**config.mk**
```make
export PLATFORM = sky130hd
export DESIGN_NAME = gpio_pin_bank
export DESIGN_NICKNAME = d
export VERILOG_FILES = /design/src/rtl/gpio_pkg.sv /design/src/rtl/gpio_stable_filter.sv /design/src/rtl/gpio_pin.sv /design/src/rtl/gpio_pin_bank.sv
export SDC_FILE = /design/constraint.sdc
export NUM_CORES = 1
export LEC_CHECK = 0
export ABC_CLOCK_PERIOD_IN_PS = 3900
export CAP_MARGIN = 20
export CORE_MARGIN = 3
export CORE_UTILIZATION = 45
export DETAILED_ROUTE_END_ITERATION = 10
export GPL_TIMING_DRIVEN = 0
export SLEW_MARGIN = 30
export SYNTH_ARGS = -nofsm -noshare
export SYNTH_HDL_FRONTEND = slang
export SYNTH_HIERARCHICAL = 1
export SYNTH_SLANG_ARGS = --single-unit
```
**constraint.sdc**
```tcl
create_clock -name clk -period 3.9 [get_ports clk]
set_clock_uncertainty 0.05 [all_clocks]
set_input_delay 0.78 -clock clk [delete_from_list [all_inputs] [get_ports clk]]
set_output_delay 0.78 -clock clk [all_outputs]
set_load 0.02 [all_outputs]
```
**src/rtl/gpio_pkg.sv**
```systemverilog
package gpio_pkg;
  localparam logic [4:0] FUNC_SOFT = 5'd5;

  typedef enum logic [1:0] {
    OVR_PASS = 2'd0,
    OVR_INV  = 2'd1,
    OVR_LOW  = 2'd2,
    OVR_HIGH = 2'd3
  } ovr_e;

  function automatic logic apply_ovr(input logic [1:0] sel, input logic v);
    case (ovr_e'(sel))
      OVR_PASS: return v;
      OVR_INV:  return ~v;
      OVR_LOW:  return 1'b0;
      default:  return 1'b1;
    endcase
  endfunction
endpackage

```
**src/rtl/gpio_stable_filter.sv**
```systemverilog
module gpio_stable_filter #(
  parameter int CYCLES = 4
) (
  input  logic clk,
  input  logic rst,
  input  logic d,
  output logic q
);
  localparam int CW = $clog2(CYCLES + 1);
  logic [CW-1:0] cnt;

  always_ff @(posedge clk) begin
    if (rst) begin
      q   <= 1'b0;
      cnt <= '0;
    end else if (d == q) begin
      cnt <= '0;
    end else if (cnt == CW'(CYCLES - 1)) begin
      q   <= d;
      cnt <= '0;
    end else begin
      cnt <= cnt + 1'b1;
    end
  end
endmodule

```
**src/rtl/gpio_pin.sv**
```systemverilog
module gpio_pin
  import gpio_pkg::*;
#(
  parameter int FILT_CYCLES = 4,
  parameter int DEB_CYCLES  = 16
) (
  input  logic        clk,
  input  logic        rst,
  input  logic [31:0] ctrl,
  input  logic        clr_edges,
  input  logic        sw_out,
  input  logic        sw_oe,
  input  logic        peri_out,
  input  logic        peri_oe,
  input  logic        in_en,
  input  logic        out_dis,
  input  logic        pad_in,
  output logic        pad_out,
  output logic        pad_oe,
  output logic        peri_in,
  output logic        irq,
  output logic [31:0] status,
  output logic        sync_o,
  output logic        filt_o,
  output logic [3:0]  edge_o
);
  logic src_out, src_oe, out_ov, oe_ov, in_ov;
  logic s1, s2, prev_s, filt, prev_f, deb;
  logic [3:0] edge_q, edge_new;
  logic [7:0] events;
  logic comb, irq_ov;

  assign src_out = (ctrl[4:0] == FUNC_SOFT) ? sw_out : peri_out;
  assign src_oe  = (ctrl[4:0] == FUNC_SOFT) ? sw_oe  : peri_oe;
  assign out_ov  = apply_ovr(ctrl[13:12], src_out);
  assign oe_ov   = apply_ovr(ctrl[15:14], src_oe);

  always_ff @(posedge clk) begin
    if (rst) begin
      pad_out <= 1'b0;
      pad_oe  <= 1'b0;
      s1      <= 1'b0;
      s2      <= 1'b0;
      prev_s  <= 1'b0;
      prev_f  <= 1'b0;
    end else begin
      pad_out <= out_ov;
      pad_oe  <= oe_ov & ~out_dis;
      s1      <= pad_in & in_en;
      s2      <= s1;
      prev_s  <= s2;
      prev_f  <= filt;
    end
  end

  gpio_stable_filter #(.CYCLES(FILT_CYCLES)) u_filt (
    .clk(clk), .rst(rst), .d(s2), .q(filt)
  );
  gpio_stable_filter #(.CYCLES(DEB_CYCLES)) u_deb (
    .clk(clk), .rst(rst), .d(s2), .q(deb)
  );

  assign in_ov   = apply_ovr(ctrl[17:16], s2);
  assign peri_in = in_ov;

  // edge_q: 0 fall, 1 rise, 2 filtered fall, 3 filtered rise
  assign edge_new = {~prev_f & filt, prev_f & ~filt, ~prev_s & s2, prev_s & ~s2};

  always_ff @(posedge clk) begin
    if (rst) edge_q <= '0;
    else     edge_q <= (clr_edges ? 4'b0 : edge_q) | edge_new;
  end

  assign events = {deb, ~deb, edge_q[3], edge_q[2], s2, ~s2, edge_q[1], edge_q[0]};
  assign comb   = |(events & ctrl[27:20]);
  assign irq_ov = apply_ovr(ctrl[31:30], comb);

  always_ff @(posedge clk) begin
    if (rst) irq <= 1'b0;
    else     irq <= irq_ov;
  end

  always_comb begin
    status        = '0;
    status[8]     = src_out;
    status[9]     = out_ov;
    status[12]    = src_oe;
    status[13]    = oe_ov;
    status[17]    = s2;
    status[18]    = filt;
    status[19]    = in_ov;
    status[27:20] = events;
    status[28]    = comb;
    status[29]    = irq_ov;
  end

  assign sync_o = s2;
  assign filt_o = filt;
  assign edge_o = edge_q;
endmodule

```
**src/rtl/gpio_pin_bank.sv**
```systemverilog
module gpio_pin_bank #(
  parameter int NPINS       = 4,
  parameter int AW          = 10,
  parameter int FILT_CYCLES = 4,
  parameter int DEB_CYCLES  = 16
) (
  input  logic             clk,
  input  logic             rst,
  input  logic             bus_wr,
  input  logic [AW-1:0]    bus_addr,
  input  logic [31:0]      bus_wdata,
  output logic [31:0]      bus_rdata,
  input  logic [NPINS-1:0] peri_out,
  input  logic [NPINS-1:0] peri_oe,
  output logic [NPINS-1:0] peri_in,
  input  logic [NPINS-1:0] pad_in,
  output logic [NPINS-1:0] pad_out,
  output logic [NPINS-1:0] pad_oe,
  output logic [NPINS-1:0] irq
);
  localparam int          SW_BASE    = 256;
  localparam int          PAD_BASE   = 512;
  localparam logic [31:0] CTRL_WMASK = 32'hEFFF_FFFF;
  localparam logic [AW-1:0] A_SW_OUT = AW'(SW_BASE);
  localparam logic [AW-1:0] A_SW_OE  = AW'(SW_BASE + 4);
  localparam logic [AW-1:0] A_SW_IN  = AW'(SW_BASE + 8);

  logic [31:0]      ctrl_q   [NPINS];
  logic [31:0]      status_w [NPINS];
  logic [NPINS-1:0] pad_en_q, pad_dis_q, sw_out_q, sw_oe_q, clr_v;
  logic [NPINS-1:0] sync_v, filt_v, out_force_v, irq_low_v;
  logic [4*NPINS-1:0] edge_v;
  logic [31:0]      rd_next;

  always_ff @(posedge clk) begin
    if (rst) begin
      for (int i = 0; i < NPINS; i++) ctrl_q[i] <= '0;
      pad_en_q  <= '1;
      pad_dis_q <= '0;
      sw_out_q  <= '0;
      sw_oe_q   <= '0;
    end else if (bus_wr) begin
      for (int i = 0; i < NPINS; i++) begin
        if (bus_addr == AW'(8 * i + 4)) ctrl_q[i] <= bus_wdata & CTRL_WMASK;
        if (bus_addr == AW'(PAD_BASE + 4 * i)) begin
          pad_en_q[i]  <= bus_wdata[6];
          pad_dis_q[i] <= bus_wdata[7];
        end
      end
      if (bus_addr == A_SW_OUT) sw_out_q <= bus_wdata[NPINS-1:0];
      if (bus_addr == A_SW_OE)  sw_oe_q  <= bus_wdata[NPINS-1:0];
    end
  end

  always_comb begin
    for (int i = 0; i < NPINS; i++)
      clr_v[i] = bus_wr && (bus_addr == AW'(8 * i + 4)) && bus_wdata[28];
  end

  for (genvar g = 0; g < NPINS; g++) begin : g_pin
    gpio_pin #(.FILT_CYCLES(FILT_CYCLES), .DEB_CYCLES(DEB_CYCLES)) u_pin (
      .clk       (clk),
      .rst       (rst),
      .ctrl      (ctrl_q[g]),
      .clr_edges (clr_v[g]),
      .sw_out    (sw_out_q[g]),
      .sw_oe     (sw_oe_q[g]),
      .peri_out  (peri_out[g]),
      .peri_oe   (peri_oe[g]),
      .in_en     (pad_en_q[g]),
      .out_dis   (pad_dis_q[g]),
      .pad_in    (pad_in[g]),
      .pad_out   (pad_out[g]),
      .pad_oe    (pad_oe[g]),
      .peri_in   (peri_in[g]),
      .irq       (irq[g]),
      .status    (status_w[g]),
      .sync_o    (sync_v[g]),
      .filt_o    (filt_v[g]),
      .edge_o    (edge_v[4*g +: 4])
    );
    assign out_force_v[g] = (ctrl_q[g][13:12] == 2'b11);
    assign irq_low_v[g]   = (ctrl_q[g][31:30] == 2'b10);
  end

  always_comb begin
    rd_next = '0;
    for (int i = 0; i < NPINS; i++) begin
      if (bus_addr == AW'(8 * i))            rd_next = status_w[i];
      if (bus_addr == AW'(8 * i + 4))        rd_next = ctrl_q[i];
      if (bus_addr == AW'(PAD_BASE + 4 * i)) rd_next = {24'b0, pad_dis_q[i], pad_en_q[i], 6'b0};
    end
    if (bus_addr == A_SW_OUT) rd_next = 32'(sw_out_q);
    if (bus_addr == A_SW_OE)  rd_next = 32'(sw_oe_q);
    if (bus_addr == A_SW_IN)  rd_next = 32'(peri_in);
  end

  always_ff @(posedge clk) begin
    if (rst) bus_rdata <= '0;
    else     bus_rdata <= rd_next;
  end
endmodule

```
# [Word-level counts from Yosys, hierarchy flattened]
# Memories as Yosys holds them, arrays and structs flattened.
# Index checks and enable logic that the tools add are counted.
[op_classes] n_eq_ne=66 addsub=8 reduce_logical=53 n_mux=65 bitwise=80
[ops] operator="32-bit two-way mux" count=10
[ops] operator="31-bit two-way mux" count=4
[ops] operator="1-bit one-hot mux with 3 select lines" count=16
[ops] operator="1-bit NOT" count=44
[ops] operator="10-bit == test, second input constant" count=4
[ops] operator="10-bit by 5-bit == test with 1-bit output, second input constant" count=4
[ops] operator="8-bit AND" count=4
[ops] operator="2-bit by 1-bit == test with 1-bit output, second input constant" count=16
[ops] operator="2-bit == test, second input constant" count=16
[ops] operator="2-bit logical NOT" count=16
[ops] operator="8-bit OR reduction" count=4
[ops] operator="10-bit by 9-bit == test with 1-bit output, second input constant" count=3
[ops] operator="30-bit two-way mux" count=1
[ops] operator="4-bit two-way mux" count=7
[ops] operator="2-bit AND reduction" count=14
[ops] operator="1-bit two-way mux" count=26
[ops] operator="1-bit AND" count=24
[ops] operator="3-bit OR reduction" count=8
[ops] operator="5-bit by 1-bit adder with 5-bit output, second input constant" count=4
[ops] operator="10-bit by 4-bit == test with 1-bit output, second input constant" count=2
[ops] operator="5-bit by 3-bit == test with 1-bit output, second input constant" count=4
[ops] operator="5-bit by 4-bit == test with 1-bit output, second input constant" count=4
[ops] operator="4-bit bitwise OR" count=4
[ops] operator="3-bit by 1-bit adder with 3-bit output, second input constant" count=4
[ops] operator="9 further kinds" count=29
[word_totals] elab_cells=334 mem_count=1 reg_bits=132 mem_bits_rw=124 in_bits=57 output_inout_bits=48
[mem_list] memory="ctrl_q" words=4 word_bits=31 rd=4 rd_clocked_by_memory_dff=0 write_ports=4 line_no="gpio_pin_bank.sv:28" rtl="logic [31:0] ctrl_q [NPINS];"

# [Logic depth before layout (Yosys ltp)]
[logic_depth] word_depth=20 depth_mapped=10 mapped_depth_nobuf=9

# [By module]
# The synthesis kept the hierarchy.
[modules_own_cells] module="gpio_pin_bank" cells_each=732 area_each_um2=8523.2 seq_area_each_um2=4684.5 instances=1
[modules_own_cells] module="gpio_pin" cells_each=91 area_each_um2=795.8 seq_area_each_um2=220.2 instances=4
[modules_own_cells] module="gpio_stable_filter (g_pin[0].u_pin.u_deb ...)" cells_each=23 area_each_um2=234.0 seq_area_each_um2=120.1 instances=4
[modules_own_cells] module="gpio_stable_filter (g_pin[0].u_pin.u_filt ...)" cells_each=13 area_each_um2=158.9 seq_area_each_um2=80.1 instances=4

# [Worst setup path after synthesis]
# Ideal clock, no wire load.
[synth_timing] kind="input-to-reg" startpoint="input bus_addr[7]" endpoint="memory ctrl_q[2][0] (netlist bit) (enable)" required_ps=3424 setup_ps=426 cell_stages=5 n_path_buf=2 arrival_ps=3190 setup_slack_ps=234 path_cell_list="nor4b_1 > nand2_1 > clkbuf_1 > buf_1 > o21bai_1"
[synth_lines] element="start: declaration" line_no="gpio_pin_bank.sv:10" rtl="input logic [AW-1:0] bus_addr,"
[synth_lines] element="end: declaration" line_no="gpio_pin_bank.sv:28"

# [Worst setup path after layout]
[layout_timing] startpoint="register g_pin[0].u_pin.s2" endpoint="output peri_in[0]"
[layout_between] elab_chain_len=2
[layout_lines] element="start: declaration" line_no="gpio_pin.sv:28" rtl="logic s1, s2, prev_s, filt, prev_f, deb;"
[layout_lines] element="start signal: assignment" line_no="gpio_pin.sv:43" rtl="s2 <= 1'b0;"
[layout_lines] element="start signal: assignment" line_no="gpio_pin.sv:50" rtl="s2 <= s1;"
[layout_lines] element="1-bit NOT" line_no="gpio_pkg.sv:14" rtl="OVR_INV: return ~v;"
[layout_lines] element="1-bit one-hot mux with 3 select lines (*)" line_no="gpio_pkg.sv:12" rtl="case (ovr_e'(sel))"
[layout_lines] element="end: declaration" line_no="gpio_pin_bank.sv:15" rtl="output logic [NPINS-1:0] peri_in,"
# Mark *: on every way between the ends. The rest lies on a longest branch, timed or not.

==> impl_metrics.py <==
metrics = {
    "worst_hold_path": {
        "hold_path_end": "g_pin[2].u_pin/sync_o",
        "min_from": "g_pin[2].u_pin/s1",
        "hp-class": "flop to flop",
        "whs_path_depth": 1,
    },
    "sta": {
        "slew_headroom_pct": 35.7,
        "rsz0062_at_grt": "false",
        "period_needed_ns": 3.53,
        "final_max_slew_viol_count": 0,
        "hold_viol_final": 0,
        "tns_ns": 0,
        "min_period_over_period_pct": 90.6,
        "fmax_ghz": 0.283,
        "finalSetupViolCount": 0,
        "tightest_slew_ns": 0.961,
    },
    "global_routing": {
        "gr-total-overflow": 0,
        "track_usage_pct": 24.1,
        "grt_max_degree": 48,
        "first_global_vias": 9542,
        "grt_antenna_before_repair": 0,
        "grt_pass1_wl_um": 57000,
    },
    "worst_setup_path": {
        "endpoint_kind": "output pin",
        "worstReg2RegEnd": "bus_rdata[12]",
        "critPathKind": "flop to output pin",
        "worstSetupStartpointType": "flop",
        "cp.arrival_ns": 2.70,
        "r2r_cells": 9,
        "cp_max_fo": 9,
        "r2r_start": "ctrl_q[2][4]",
        "cp.required_ns": 3.07,
        "rrSetupSlack_ns": 1.41,
    },
    "clocking": {
        "clock_sinks": 256,
        "cts_tree": "yes",
        "clk_pin_slew_ns": 0.06,
        "htree_levels": 1,
        "cts_root_buffer": "clkbuf_16",
        "cts_inserted_buffers": 30,
        "ctsResizeCount": 0,
        "cts_buffer_depth": 3,
        "hold_buffers": 0,
        "insertion_delay_ns": 0.57,
        "cts_setup_buffers": 0,
    },
    "logic_synthesis": {
        "synth_area_um2": 13300,
        "synthCells": 1239,
        "yosys_warnings": 6,
        "syn_avg_cell_area_um2": 10.7,
    },
    "floorplan": {
        "chipWidth_um": 178,
        "start_util_pct": 46.0,
        "die_area_um2": 31600,
        "chipHeight_um": 178,
        "ios": 105,
        "rows": 62,
        "core_um2": 28900,
    },
    "status": {
        "outcome": "finished clean",
    },
    "routing": {
        "vias": 9821,
        "postRouteAntennaNets": 0,
        "wl_per_cell_um": 20.8,
        "vias_per_cell": 5.33,
        "drtIter0Drc": 791,
        "drt_wl_total_um": 38300,
        "drc": 0,
        "first_pass_iters": 6,
    },
    "placed_design": {
        "postPlaceCellArea_um2": 15100,
        "io_buffers": 102,
        "post-dp-hpwl_um": 27800,
        "routabilityCongestion": 0.905,
        "place_inst": 1785,
    },
    "finish": {
        "area_delta_synth_final_pct": 21.2,
        "mostFrequentLayoutCell": "dfxtp_1",
        "stdcell_area_um2": 16100,
        "layout.cells.non_filler": 1841,
        "drive_gt1_share_pct": 17.9,
        "layout.nets": 1506,
        "postLayoutCoreUtil_pct": 55.7,
        "antennaDiodeCount": 0,
        "mostFrequentLayoutCells": "dfxtp_1, nor2_1, and2_1",
    },
    "run": {
        "max_cap_viol_count": 0,
    },
    "pwr": {
        "p_total_uw": 6360,
        "power.density_nw_per_um2": 395,
        "ir_drop_v": 0.000305,
        "p_leak_uw": 0.00618,
    },
}
[worst max path at each step]
stage | startpoint | to | slack (ns) | cells after the start
finish | g_pin[0].u_pin/sync_o | peri_in[0] | 0.37 | 3
global route | g_pin[1].u_pin/sync_o | peri_in[1] | 0.30 | 3
CTS | bus_addr[2] | ctrl_q[3][9] | 0.16 | 6
detailed placement | bus_addr[2] | ctrl_q[3][9] | -0.43 | 6
global placement | bus_addr[7] | ctrl_q[2][9] | -1.85 | 6
floorplan | bus_addr[7] | ctrl_q[2][0] | 0.23 | 5
[registers in the layout, indices dropped and copies added (netlist names)]
name and count:
g_pin.u_pin/prev_f 4, g_pin.u_pin/u_deb/cnt 20, g_pin.u_pin/u_filt/cnt 12, g_pin.u_pin/u_deb/q 4
g_pin.u_pin/edge_o 16, g_pin.u_pin/u_filt/q 4, g_pin.u_pin/s1 4, sw_oe_q 4
bus_rdata 32, pad_dis_q 4, g_pin.u_pin/irq 4, sw_out_q 4
g_pin.u_pin/sync_o 4, pad_en_q 4, ctrl_q 124, g_pin.u_pin/pad_oe 4
g_pin.u_pin/prev_s 4, g_pin.u_pin/pad_out 4
[worst max-delay path: stages, from the launching register on]
cell	delay, ns
dfxtp_1	0.68
nand2b_1	0.17
xnor2_1	0.55
clkdlybuf4s50_1	0.73
[final cells by class]
| class | count | area (µm²) |
|---|---|---|
| buffer | 186 | 1250 |
| clock buffer | 42 | 846 |
| clock inverter | 14 | 131 |
| fill | 2595 | 12800 |
| inverter | 30 | 113 |
| multi-input combinational | 823 | 5790 |
| sequential | 256 | 6370 |
| tap | 384 | 480 |
| timing repair buffer | 106 | 1110 |
[stage by stage]
step | hold slack, ns | worst slack, ns
detailed placement | 0.374 | -0.429
finish | 0.375 | 0.367
global route | 0.392 | 0.303
floorplan | 0.354 | 0.234
CTS | 0.376 | 0.156
global placement | 0.368 | -1.85
[report_power, final]
group	leakage [µW]	total [µW]	switching, µW	internal [µW]
combinational	0.00345	627	322	305
clock	0.000484	2780	1140	1640
sequential	0.00225	2960	55.6	2900
[per-layer routing]
layer | share of wire [%] | up-vias | global-route usage (%) | routed length, µm
met4 | 4.1 | 0 | 9.00 | 1580
met1 | 43 | 4715 | 31.5 | 16600
li1 | - | 4669 | - | -
met2 | 47 | 353 | 40.6 | 18100
met3 | 5.3 | 84 | 3.23 | 2050
met5 | 0 | - | 0 | 0
Note: power is estimated with default switching activity, not from simulation.
